### src/rtl/pkey_pkg.sv
package pkey_pkg;

  // Strobes from the request checker to the rights datapath.
  typedef struct packed {
    logic loadWrite;    // checked write accepted
    logic loadRestore;  // restore of the component requested
    logic restoreHit;   // component present in header: take restore data
    logic readOut;      // checked read accepted
    logic saveOut;      // save of the component requested
  } keyStrobe_t;

endpackage

### src/rtl/pkey_ctrl.sv
module pkey_ctrl
  import pkey_pkg::*;
#(
  parameter int SEL_W  = 32,
  parameter int HALF_W = 32
) (
  input  logic              clk,
  input  logic              rstN,
  input  logic              keyEnable,
  input  logic              lockPrefix,
  input  logic              rdReq,
  input  logic              wrReq,
  input  logic [SEL_W-1:0]  selector,
  input  logic [HALF_W-1:0] wrHi,
  input  logic              rstrReq,
  input  logic              rstrFeature,
  input  logic              rstrHeader,
  input  logic              saveReq,
  input  logic              saveFeature,
  output keyStrobe_t        strb,
  output logic              excInvalidOp,
  output logic              excGenProt
);

  logic isAccess;
  logic udHit;
  logic gpHit;
  logic accessOk;

  // Invalid-opcode check first; general-protection only if it passes.
  always_comb begin
    isAccess = rdReq | wrReq;
    udHit    = isAccess & (lockPrefix | ~keyEnable);
    gpHit    = isAccess & ~udHit &
               ((selector != '0) | (wrReq & (wrHi != '0)));
    accessOk = isAccess & ~udHit & ~gpHit;

    strb.loadWrite   = accessOk & wrReq;
    strb.readOut     = accessOk & rdReq & ~wrReq;
    strb.loadRestore = rstrReq & rstrFeature;
    strb.restoreHit  = rstrHeader;
    strb.saveOut     = saveReq & saveFeature;
  end

  always_ff @(posedge clk) begin
    if (!rstN) begin
      excInvalidOp <= 1'b0;
      excGenProt   <= 1'b0;
    end else begin
      excInvalidOp <= udHit;
      excGenProt   <= gpHit;
    end
  end

  assert_ud_on_disabled_R2: assert property (@(posedge clk) disable iff (!rstN)
    ((rdReq || wrReq) && (!keyEnable || lockPrefix)) |=> (excInvalidOp && !excGenProt));

  assert_gp_on_selector_R3: assert property (@(posedge clk) disable iff (!rstN)
    ((rdReq || wrReq) && keyEnable && !lockPrefix && (selector != '0)) |=> excGenProt);

  assert_gp_on_high_half_R4: assert property (@(posedge clk) disable iff (!rstN)
    (wrReq && !rdReq && keyEnable && !lockPrefix && (wrHi != '0)) |=> (excGenProt && !excInvalidOp));

  assert_one_exception_R12: assert property (@(posedge clk) disable iff (!rstN)
    !(excInvalidOp && excGenProt));

  assert_one_request_R12: assert property (@(posedge clk) disable iff (!rstN)
    $onehot0({rdReq, wrReq, rstrReq, saveReq}));

endmodule

### src/rtl/pkey_data.sv
module pkey_data
  import pkey_pkg::*;
#(
  parameter int KEY_W = 32
) (
  input  logic               clk,
  input  logic               rstN,
  input  keyStrobe_t         strb,
  input  logic [KEY_W-1:0]   wrLo,
  input  logic [KEY_W-1:0]   rstrData,
  output logic [KEY_W-1:0]   keyReg,
  output logic               rdValid,
  output logic [KEY_W-1:0]   rdLo,
  output logic               saveValid,
  output logic [2*KEY_W-1:0] saveData,
  output logic               flushTlb
);

  localparam int WIDE_W = 2 * KEY_W;

  logic [KEY_W-1:0] nextVal;
  logic             flushNext;

  always_comb begin
    nextVal   = keyReg;
    flushNext = 1'b0;
    if (strb.loadWrite) begin
      nextVal   = wrLo;
      flushNext = 1'b1;              // write always flushes
    end else if (strb.loadRestore) begin
      nextVal   = strb.restoreHit ? rstrData : '0;
      flushNext = (nextVal != keyReg); // restore flushes only on change
    end
  end

  always_ff @(posedge clk) begin
    if (!rstN) begin
      keyReg    <= '0;
      rdValid   <= 1'b0;
      rdLo      <= '0;
      saveValid <= 1'b0;
      saveData  <= '0;
      flushTlb  <= 1'b0;
    end else begin
      keyReg    <= nextVal;
      flushTlb  <= flushNext;
      rdValid   <= strb.readOut;
      saveValid <= strb.saveOut;
      if (strb.readOut) rdLo <= keyReg;
      if (strb.saveOut) saveData <= {{(WIDE_W-KEY_W){1'b0}}, keyReg};
    end
  end

  assert_write_loads_R6: assert property (@(posedge clk) disable iff (!rstN)
    strb.loadWrite |=> (keyReg == $past(wrLo)) && flushTlb);

  assert_hold_without_load_R2: assert property (@(posedge clk) disable iff (!rstN)
    !(strb.loadWrite || strb.loadRestore) |=> ($stable(keyReg) && !flushTlb));

  assert_restore_zero_R8: assert property (@(posedge clk) disable iff (!rstN)
    (strb.loadRestore && !strb.restoreHit && !strb.loadWrite) |=> (keyReg == '0));

  assert_restore_flush_R9: assert property (@(posedge clk) disable iff (!rstN)
    (strb.loadRestore && !strb.loadWrite) |=> (flushTlb == (keyReg != $past(keyReg))));

endmodule

### src/rtl/prot_key_unit.sv
module prot_key_unit
  import pkey_pkg::*;
#(
  parameter int KEY_W = 32,
  parameter int SEL_W = 32
) (
  input  logic               clk,
  input  logic               rstN,
  input  logic               keyEnable,
  input  logic               lockPrefix,
  input  logic               rdReq,
  input  logic               wrReq,
  input  logic [SEL_W-1:0]   selector,
  input  logic [KEY_W-1:0]   wrLo,
  input  logic [KEY_W-1:0]   wrHi,
  input  logic               rstrReq,
  input  logic               rstrFeature,
  input  logic               rstrHeader,
  input  logic [KEY_W-1:0]   rstrData,
  input  logic               saveReq,
  input  logic               saveFeature,
  output logic [KEY_W-1:0]   rightsValue,
  output logic               rdValid,
  output logic [KEY_W-1:0]   rdLo,
  output logic [KEY_W-1:0]   rdHi,
  output logic               excInvalidOp,
  output logic               excGenProt,
  output logic               flushTlb,
  output logic               saveValid,
  output logic [2*KEY_W-1:0] saveData
);

  keyStrobe_t strb;

  pkey_ctrl #(.SEL_W(SEL_W), .HALF_W(KEY_W)) i_ctrl (
    .clk         (clk),
    .rstN        (rstN),
    .keyEnable   (keyEnable),
    .lockPrefix  (lockPrefix),
    .rdReq       (rdReq),
    .wrReq       (wrReq),
    .selector    (selector),
    .wrHi        (wrHi),
    .rstrReq     (rstrReq),
    .rstrFeature (rstrFeature),
    .rstrHeader  (rstrHeader),
    .saveReq     (saveReq),
    .saveFeature (saveFeature),
    .strb        (strb),
    .excInvalidOp(excInvalidOp),
    .excGenProt  (excGenProt)
  );

  pkey_data #(.KEY_W(KEY_W)) i_data (
    .clk      (clk),
    .rstN     (rstN),
    .strb     (strb),
    .wrLo     (wrLo),
    .rstrData (rstrData),
    .keyReg   (rightsValue),
    .rdValid  (rdValid),
    .rdLo     (rdLo),
    .saveValid(saveValid),
    .saveData (saveData),
    .flushTlb (flushTlb)
  );

  // The register is 32 bits wide, so the upper half of a read is zero.
  assign rdHi = '0;

endmodule

### config.mk
export PLATFORM = sky130hd
export DESIGN_NAME = prot_key_unit
export DESIGN_NICKNAME = d
export VERILOG_FILES = /design/src/rtl/pkey_pkg.sv /design/src/rtl/pkey_ctrl.sv /design/src/rtl/pkey_data.sv /design/src/rtl/prot_key_unit.sv
export SDC_FILE = /design/constraint.sdc
export NUM_CORES = 1
export LEC_CHECK = 0
export BUFFER_PORTS_ARGS = -buffer_cell sky130_fd_sc_hd__buf_2
export CORE_UTILIZATION = 30
export DETAILED_ROUTE_END_ITERATION = 12
export PLACE_DENSITY = 0.59
export REMOVE_ABC_BUFFERS = 1
export SETUP_SLACK_MARGIN = 0.4
export SLEW_MARGIN = 30
export SYNTH_ARGS = -nofsm -noshare
export SYNTH_HDL_FRONTEND = slang
export SYNTH_SLANG_ARGS = --single-unit
### constraint.sdc
create_clock -name clk -period 2 [get_ports clk]
set_input_delay 0.2 -clock clk [delete_from_list [all_inputs] [get_ports clk]]
set_output_delay 0.2 -clock clk [all_outputs]
set_load 0.02 [all_outputs]
; ---- Word-level counts from Yosys, hierarchy flattened
; Index checks and enable logic that the tools add are counted.
[word_totals]
ff_bits = 101
in_bits = 139
out_inout_bits = 165
word_cells = 34
[op_classes]
eq_ne = 1
muxes = 5
bitwise = 17
n_reduce_logical = 3
[op_table]
columns = op, n
row1 = $mux W32, 3
row2 = $reduce_bool A32 Y1, 2
row3 = $ne A32 B32 Y1, 1
row4 = $and A1 B1 Y1, 10
row5 = $not A1 Y1, 4
row6 = $or A1 B1 Y1, 3
row7 = $mux W1, 2
row8 = $reduce_bool A2 Y1, 1

; ---- Logic depth before layout (Yosys ltp)
; Gate-level depths: netlist of run 1.
[depth]
word_depth = 10
mapped_depth = 8
ltp_nobuf = 6

; ---- Modules after synthesis
; From an unflattened synthesis of run 1, not the netlist that was laid out.
[hier_totals]
hier_cells = 606
hier_area_um2 = 5496.5
[by_module_without_submodules]
columns = mod, n_inst, cells_each, area_per_inst_um2, seq_area_each_um2
row1 = pkey_data, 1, 538, 4998.5, 1981.9
row2 = pkey_ctrl, 1, 35, 254.0, 40.0
row3 = prot_key_unit, 1, 33, 244.0, 0.0

; ---- Least setup slack after synthesis of run 1
; No wires, ideal clock.
[synth_path]
path_type = input-to-reg
start = input selector[18]
end = register i_data.rdLo[15]
arrival_ns = 1.520
t_required_ns = 1.872
slack_ns = 0.352
stages = 8
path_buffers = 2
cell_sequence = nor4_2 -> nand4_1 -> nor4_2 -> and3b_1 -> buf_6 -> buf_12 -> mux2i_1 -> nor2_1
[synth_via]
elab_chain_cells = 7
[synth_rtl]
columns = item, line_no
row1 = start: declaration, prot_key_unit.sv:13  ; input logic [SEL_W-1:0] selector,
row2 = $reduce_bool A32 Y1, pkey_ctrl.sv:35  ; ((selector != '0) | (wrReq & (wrHi != '0)));
row3 = $or A1 B1 Y1, pkey_ctrl.sv:35
row4 = $and A1 B1 Y1, pkey_ctrl.sv:34  ; gpHit = isAccess & ~udHit &
row5 = $not A1 Y1, pkey_ctrl.sv:36  ; accessOk = isAccess & ~udHit & ~gpHit;
row6 = $and A1 B1 Y1, pkey_ctrl.sv:36
row7 = $and A1 B1 Y1 (2 in a row), pkey_ctrl.sv:39  ; strb.readOut = accessOk & rdReq & ~wrReq;
row8 = end signal: assignment, pkey_data.sv:49  ; if (strb.readOut) rdLo <= keyReg;
row9 = end: declaration, pkey_data.sv:13  ; output logic [KEY_W-1:0] rdLo,
; No other way between the ends.
; A chain may end at the register's enable or synchronous reset.

; ---- Final worst setup path of run 1
[layout_path]
start = input selector[5]
end = register i_data.rdLo[27]
; The elaborated chain is that of the path after synthesis.

==> results of run 1 <==
-- flip-flops by register name (all words and copies together) (netlist names) --
| signal | count |
|---|---|
| i_data.keyReg | 32 |
| i_data.rdValid | 1 |
| i_data.saveData | 32 |
| i_ctrl.excInvalidOp | 1 |
| i_data.flushTlb | 1 |
| i_data.rdLo | 32 |
| i_data.saveValid | 1 |
| i_ctrl.excGenProt | 1 |
-- power breakdown --
| group | switching, mW | internal [mW] |
|---|---|---|
| Sequential | 0.0399 | 2.04 |
| Clock | 0.804 | 0.856 |
| Combinational | 0.415 | 0.234 |
| Total | 1.26 | 3.13 |
-- layout by cell type (no fill, tap or decap), types with 12 or more instances in the layout --
cell / synthesis / routed
a21oi_1: 38 / 38
a311oi_1: 21 / 21
buf_2: 4 / 234
conb_1: 1 / 64
dfxtp_1: 101 / 86
dfxtp_2: 0 / 12
mux2i_1: 32 / 30
nand2_1: 99 / 99
nand3_1: 46 / 45
nor2_1: 77 / 77
xor2_1: 13 / 13
-- per-layer routing --
metal  global-route usage (%)  vias up  share of wire (%)
met5                        0        -                  0
met4                     5.62        0                1.0
met3                     4.34       16                6.7
met2                     28.2      193                 47
met1                     22.2     2452                 45
li1                         -     2605                  -
-- path summary, 6_finish.rpt --
path	endpoint	slack, ns	depth (start not counted)
max	i_data.rdLo[27]	0.31	9
min reg2reg	i_data.saveData[6]	0.45	2
min	i_ctrl.excInvalidOp	0.10	3
max reg2reg	i_data.flushTlb	0.39	6
-- metrics by stage --
step	cells	area [µm²]
5_1_grt	1101	7070
2_1_floorplan	601	4850
4_1_cts	1099	6910
6_report	1101	7070
3_3_place_gp	1079	6550
3_5_place_dp	1079	6550
-- layout make-up --
class	instances	share of cell area, %
multi-input cells	499	41.7
flip-flops and latches	101	29.0
repair buffers	259	21.5
well taps	225	3.98
clock buffers	12	3.35
clock inverters	4	0.478
inverters	1	0.0708
-- worst register-to-register path: stages (launching register included) --
cell and delay [ns]:
dfxtp_1 0.47, xnor2_1 0.11, a31o_2 0.25, a22oi_1 0.29, nor4_2 0.08, a31o_4 0.23, a21oi_1 0.12
-- cells by family (layout without fill, tap and decap cells) --
| group | Yosys count | in the layout | share of synthesized area (%) |
|---|---|---|---|
| multiplexers | 32 | 32 | 6.00 |
| buffers and inverters | 108 | 276 | 13.7 |
| other | 1 | 64 | 0.0703 |
| AO/OA/AOI/OAI | 112 | 112 | 15.5 |
| flip-flops | 101 | 101 | 37.9 |
| XOR/XNOR | 16 | 16 | 2.63 |
| AND/OR/NAND/NOR | 275 | 275 | 24.3 |
-- what timing repair did --
| action | in CTS | in global routing |
|---|---|---|
| pin swaps | 8 | 8 |
| cloned | 0 | 2 |
| gates resized for setup | 23 | 19 |
| endpoints found under the setup margin | 28 | 33 |
| buffers inserted | 4 | 0 |
==> impl_metrics.py, run 1 <==
metrics = {
    "worst_setup_path": {
        "start_kind": "primary input",
        "worstPathArrival_ns": 1.91,
        "cp-startpoint": "selector[5]",
        "crit_path_end_kind": "flop",
        "crit_required_ns": 2.21,
        "critical_path_peak_fanout": 8,
        "rr_startpoint": "i_data.keyReg[3]",
        "worstPathBufferInverterCount": 3,
        "slowest_stage": "and3b_4",
        "crit_chain": "buf_2 -> nor4_4 -> nand4_1 -> nor4_2 -> buf_4 -> and3b_4 -> clkbuf_16 -> mux2i_1 -> nor2_1",
        "cp_top_family": "simple AND/OR/NAND/NOR gates",
        "critPathKind": "primary input to flop",
        "critPathMaxStageDelay_ns": 0.29,
    },
    "power_and_ir_drop": {
        "power_density_nw_per_um2": 621,
        "p_leak_nw": 3.02,
        "p_total_mw": 4.39,
        "ir_drop_mv": 0.377,
    },
    "outcome": {
        "outcome": "finished clean",
    },
    "clocking": {
        "cts-root-buf": "clkbuf_16",
        "cts_hold_buffers": 0,
        "cts.sinks": 101,
        "htreeDepth": 3,
        "cts_tree": "built",
        "clk_pin_slew_worst_paths_ns": 0.07,
        "clk_latency_ns": 0.35,
        "clockBufferDepth": 2,
        "cts_buffers": 9,
    },
    "timing": {
        "post-route-worst-setup-slack_ns": 0.306,
        "clock_skew_ns": 0.0120,
        "hold_viol_final": 0,
        "finalMaxSlewViolations": 0,
        "timing.fmax_ghz": 0.590,
        "hold_ws_ns": 0.105,
        "worst_pin_slew_ns": 0.583,
        "finalSetupTns_ns": 0,
        "setup_viol": 0,
        "max_slew_margin_pct": 61.1,
        "grt_setup_unrepaired": "true",
        "layout_min_cycle_time_ns": 1.69,
        "min_period_over_period_pct": 84.7,
    },
    "global_routing": {
        "grt_use_total_pct": 17.3,
        "grt_max_degree": 99,
        "grt-ovfl-total": 0,
        "antenna_found_initial": 0,
        "grt_pass1_vias": 4669,
        "grt_pass1_wl_um": 24600,
    },
    "worst_hold_path": {
        "hold_path_class": "primary input to flop",
        "min_from": "rstN",
    },
    "drt": {
        "ant_nets": 0,
        "firstDrtPassIters": 5,
        "drt_first_iter_violations": 181,
        "wl_per_cell_um": 15.1,
        "dr_total_vias": 5266,
        "drc_errors": 0,
        "viasPerCell": 4.78,
        "routed_wl_um": 16600,
    },
    "synth": {
        "async_flop_share_pct": 0,
        "ys_warn_count": 0,
        "synth_edf_count": 0,
        "syn_area_per_cell_um2": 8.27,
        "synth_top_area_cell": "dfxtp_1",
        "syn_inst": 645,
        "yosys_most_used_dff": "dfxtp_1",
        "synth-seq-area-share_pct": 37.9,
        "ys_types": 34,
        "yosysMostFrequentCell": "dfxtp_1",
        "yosys-top-cells-count": "dfxtp_1 (101), nand2_1 (99), nor2_1 (77), buf_4 (64), nand3_1 (46)",
        "synth_top_area_share_pct": 37.9,
        "synth.area.top_cells": "dfxtp_1 (38%), buf_4 (9.0%), nand2_1 (7.0%)",
        "netlist_area_um2": 5340,
        "ys_ff_latch": 101,
    },
    "placed_design": {
        "dp_hpwl_um": 11400,
        "place_ws_ns": -0.00908,
        "place.port_buffers": 239,
        "gp_congestion": 0.714,
    },
    "floorplanning": {
        "start_util_pct": 30.7,
        "io_pins": 304,
        "dieHeight_um": 135,
        "num_rows": 48,
        "dieWidth_um": 135,
        "core-area_um2": 17400,
        "die_area_um2": 18300,
    },
    "finish": {
        "register_area_um2": 2050,
        "multi_input_area_um2": 2950,
        "drive_gt1_share_pct": 37.2,
        "final_util_pct": 40.7,
        "fin_nets": 1010,
        "area_delta_synth_final_pct": 32.5,
        "diodes": 0,
        "nFillCells": 1830,
    },
    "run": {
        "maxCapViolCount": 0,
    },
}
No activity file was read; power rests on OpenSTA's default activity.
==> inputs of run 2 (changes only) <==
--- a/config.mk
+++ b/config.mk
@@ -5,6 +5,7 @@
 export SDC_FILE = /design/constraint.sdc
 export NUM_CORES = 1
 export LEC_CHECK = 0
+export ABC_AREA = 1
 export BUFFER_PORTS_ARGS = -buffer_cell sky130_fd_sc_hd__buf_2
 export CORE_UTILIZATION = 30
 export DETAILED_ROUTE_END_ITERATION = 12
==> constraint.sdc (replaced) <==
create_clock -name clk -period 1.6 [get_ports clk]
set_input_delay 0.16 -clock clk [delete_from_list [all_inputs] [get_ports clk]]
set_output_delay 0.16 -clock clk [all_outputs]
set_load 0.02 [all_outputs]
==> run 2 against run 1 <==
  * Setup slack got worse by 0.068 ns
  * Clock-buffer cell count is the same
  * Critical endpoint is now i_data.keyReg[6]
  * Via count grew 8.0%
  * Largest power group unchanged
  * Largest cell class unchanged
  * Synthesized cell count increased by 25%
  * Utilization rose by 4.8 points
  * Design area rose by 12%
  * Highest routed layer unchanged
  * Combinational power increased by 56%
  * Flip-flop and latch count unchanged
  * Sequential power increased by 27%
==> impl_metrics.py, run 2 <==
metrics = {
    "outcome": {
        "outcome": "finished clean",
    },
    "run": {
        "maxCapViolCount": 0,
    },
    "finish": {
        "multi_input_area_um2": 2990,
        "largestRegisters": "i_data.keyReg x32, i_data.rdLo x32, i_data.saveData x32",
        "drive_gt1_share_pct": 36.9,
        "layout_commonest_cell": "buf_2",
        "layout_common_cells": "buf_2 (224), nand2_1 (158), nor2_1 (147)",
        "nFillCells": 1838,
        "fin_nets": 1196,
        "design_area_um2": 7900,
        "area_delta_synth_final_pct": 47.8,
        "final_util_pct": 45.5,
        "register_area_um2": 2060,
    },
    "worst_hold_path": {
        "hold_path_class": "primary input to flop",
        "hold_depth": 3,
        "whs_endpoint": "i_data.keyReg[5]",
        "min_from": "wrLo[5]",
    },
    "worst_setup_path": {
        "crit_required_ns": 1.83,
        "crit_chain": "buf_2 -> nor2_1 -> nand2_1 -> nor2_1 -> nand2_1 -> nor2_2 -> buf_4 -> nand4_4 -> buf_12 -> buf_12 -> clkbuf_16 -> nand3_4 -> a21oi_2",
        "ff2ff_setup_slack_ns": 0.25,
        "cp_top_family": "buffers and inverters",
        "start_kind": "primary input",
        "critPathKind": "primary input to flop",
        "reg2reg_depth": 7,
        "critPathMaxStageDelay_ns": 0.20,
        "r2r_end": "i_data.flushTlb",
        "worstPathArrival_ns": 1.59,
        "cp-startpoint": "selector[18]",
        "critical_path_peak_fanout": 7,
        "worstPathBufferInverterCount": 5,
        "slowest_stage": "buf_12",
        "crit_path_end_kind": "flop",
        "rr_startpoint": "i_data.keyReg[28]",
    },
    "timing": {
        "min_period_over_period_pct": 85.1,
        "layout_min_cycle_time_ns": 1.36,
        "timing.fmax_ghz": 0.734,
        "finalMaxSlewViolations": 0,
        "hold_viol_final": 0,
        "finalSetupTns_ns": 0,
        "hold_ws_ns": 0.0751,
        "setup_viol": 0,
        "grt_setup_unrepaired": "true",
        "clock_skew_ns": 0.00714,
    },
    "power_and_ir_drop": {
        "swShare_pct": 27.9,
        "ir_drop_mv": 0.518,
        "power_density_nw_per_um2": 775,
        "p_clk_share_pct": 40.3,
        "p_int_mw": 4.41,
        "p_leak_nw": 4.14,
        "switchingPower_mw": 1.70,
        "seqPwrFrac_pct": 43.2,
        "comb_power_share_pct": 16.5,
    },
    "synth": {
        "ys_types": 23,
        "async_flop_share_pct": 0,
        "syn_inst": 805,
        "synth.area.top_cells": "dfxtp_1 (38%), nand2_1 (12%), nor2_1 (11%)",
        "yosys-top-cells-count": "nand2_1 (168), nor2_1 (156), dfxtp_1 (101), nand3_1 (68), o21ai_0 (65)",
        "yosys_most_used_dff": "dfxtp_1",
        "synth_top_area_cell": "dfxtp_1",
        "synth_top_area_share_pct": 37.9,
        "synth-seq-area-share_pct": 37.9,
        "netlist_area_um2": 5340,
        "synth_edf_count": 0,
        "ys_warn_count": 0,
        "ys_ff_latch": 101,
        "syn_area_per_cell_um2": 6.64,
        "yosysMostFrequentCell": "nand2_1",
    },
    "placed_design": {
        "gp_congestion": 0.763,
        "dp_hpwl_um": 12100,
        "place.port_buffers": 239,
        "place_area_um2": 6640,
    },
    "clocking": {
        "clockBufferDepth": 2,
        "cts_buffers": 9,
        "cts-root-buf": "clkbuf_16",
        "cts_hold_buffers": 0,
        "cts.sinks": 101,
        "clk_pin_slew_worst_paths_ns": 0.07,
        "clk_latency_ns": 0.36,
        "cts_tree": "built",
        "htreeDepth": 3,
    },
    "drt": {
        "drt_first_iter_violations": 284,
        "ant_nets": 0,
        "dr_total_vias": 5685,
        "routed_wl_um": 18800,
        "viasPerCell": 4.41,
        "drc_errors": 0,
        "firstDrtPassIters": 4,
        "wl_per_cell_um": 14.6,
    },
    "global_routing": {
        "grt_pass1_wl_um": 27900,
        "grt_use_total_pct": 20.1,
        "grt-ovfl-total": 0,
        "grt_max_degree": 38,
        "grt_pass1_vias": 5007,
        "antenna_found_initial": 2,
    },
    "floorplanning": {
        "dieWidth_um": 135,
        "dieHeight_um": 135,
        "start_util_pct": 30.8,
        "die_area_um2": 18300,
        "core-area_um2": 17400,
        "num_rows": 48,
        "io_pins": 304,
    },
}
[run 2: changes by cell type in the layout (fill, tap and decap cells not counted), moves of 21 or more]
cell,delta
a311oi_1,-21
o21ai_0,+34
mux2i_1,-30
nor2_1,+70
inv_1,+48
nand2_1,+59
[run 2: metrics by stage]
stage               setup WS (ns)  cells  power, mW
floorplan                  -0.845    758       3.18
global placement           -0.199   1247       3.62
detailed placement         -0.156   1247       3.63
CTS                         0.241   1279       6.13
global route                0.133   1288       6.37
finish                      0.238   1289       6.11
[run 2: area by class of cell]
type,count,area share (%)
clock inverter,4,0.887
tap,225,3.57
antenna,2,0.0634
timing repair buffer,288,25.9
inverter,50,2.38
sequential,101,26.1
clock buffer,12,3.25
multi-input combinational,607,37.9
[run 2: tightest hold or removal path, delay by kind of cell]
kind	cells	cell delay [ns]
buf+inv	1	0.08
compound gates	2	0.16
[run 2: logic make-up after synthesis]
logic type      Yosys count  share of synthesized area, %
simple gates            406                          30.8
buf+inv                 160                          16.4
compound gates          109                          10.3
flops                   101                          37.9
xor+xnor                 28                          4.59
other cells               1                        0.0702
[run 2: repair_timing]
item / in CTS / in global routing
gates resized for setup: 68 / 88
buffers inserted: 5 / 6
gates cloned: 11 / 2
endpoints found under the setup margin: 37 / 75
pin swaps: 9 / 33
[run 2: power by group through the flow]
stage / logic [mW] / clock network, mW / registers (mW)
2_1_floorplan: 0.397 / 0 / 2.79
3_3_place_gp: 0.922 / 0 / 2.70
3_5_place_dp: 0.929 / 0 / 2.70
4_1_cts: 0.957 / 2.53 / 2.64
5_1_grt: 1.10 / 2.61 / 2.65
6_report: 1.01 / 2.46 / 2.64
[run 2: metal layers]
layer	track usage, %	vias to the layer above	share of wire (%)
met1	25.4	2547	44
li1	-	2912	-
met4	4.93	0	0.79
met5	0	-	0
met2	33.8	213	48
met3	5.13	13	7.1
[run 2: worst max path at each step]
stage | endpoint | slack [ns] | cells after the start
2_1_floorplan | i_data.keyReg[0] | -0.84 | 8
3_3_place_gp | i_data.flushTlb | -0.20 | 10
3_5_place_dp | i_data.flushTlb | -0.16 | 10
4_1_cts | i_data.flushTlb | 0.24 | 7
5_1_grt | i_data.keyReg[6] | 0.13 | 13
6_report | i_data.keyReg[6] | 0.24 | 13
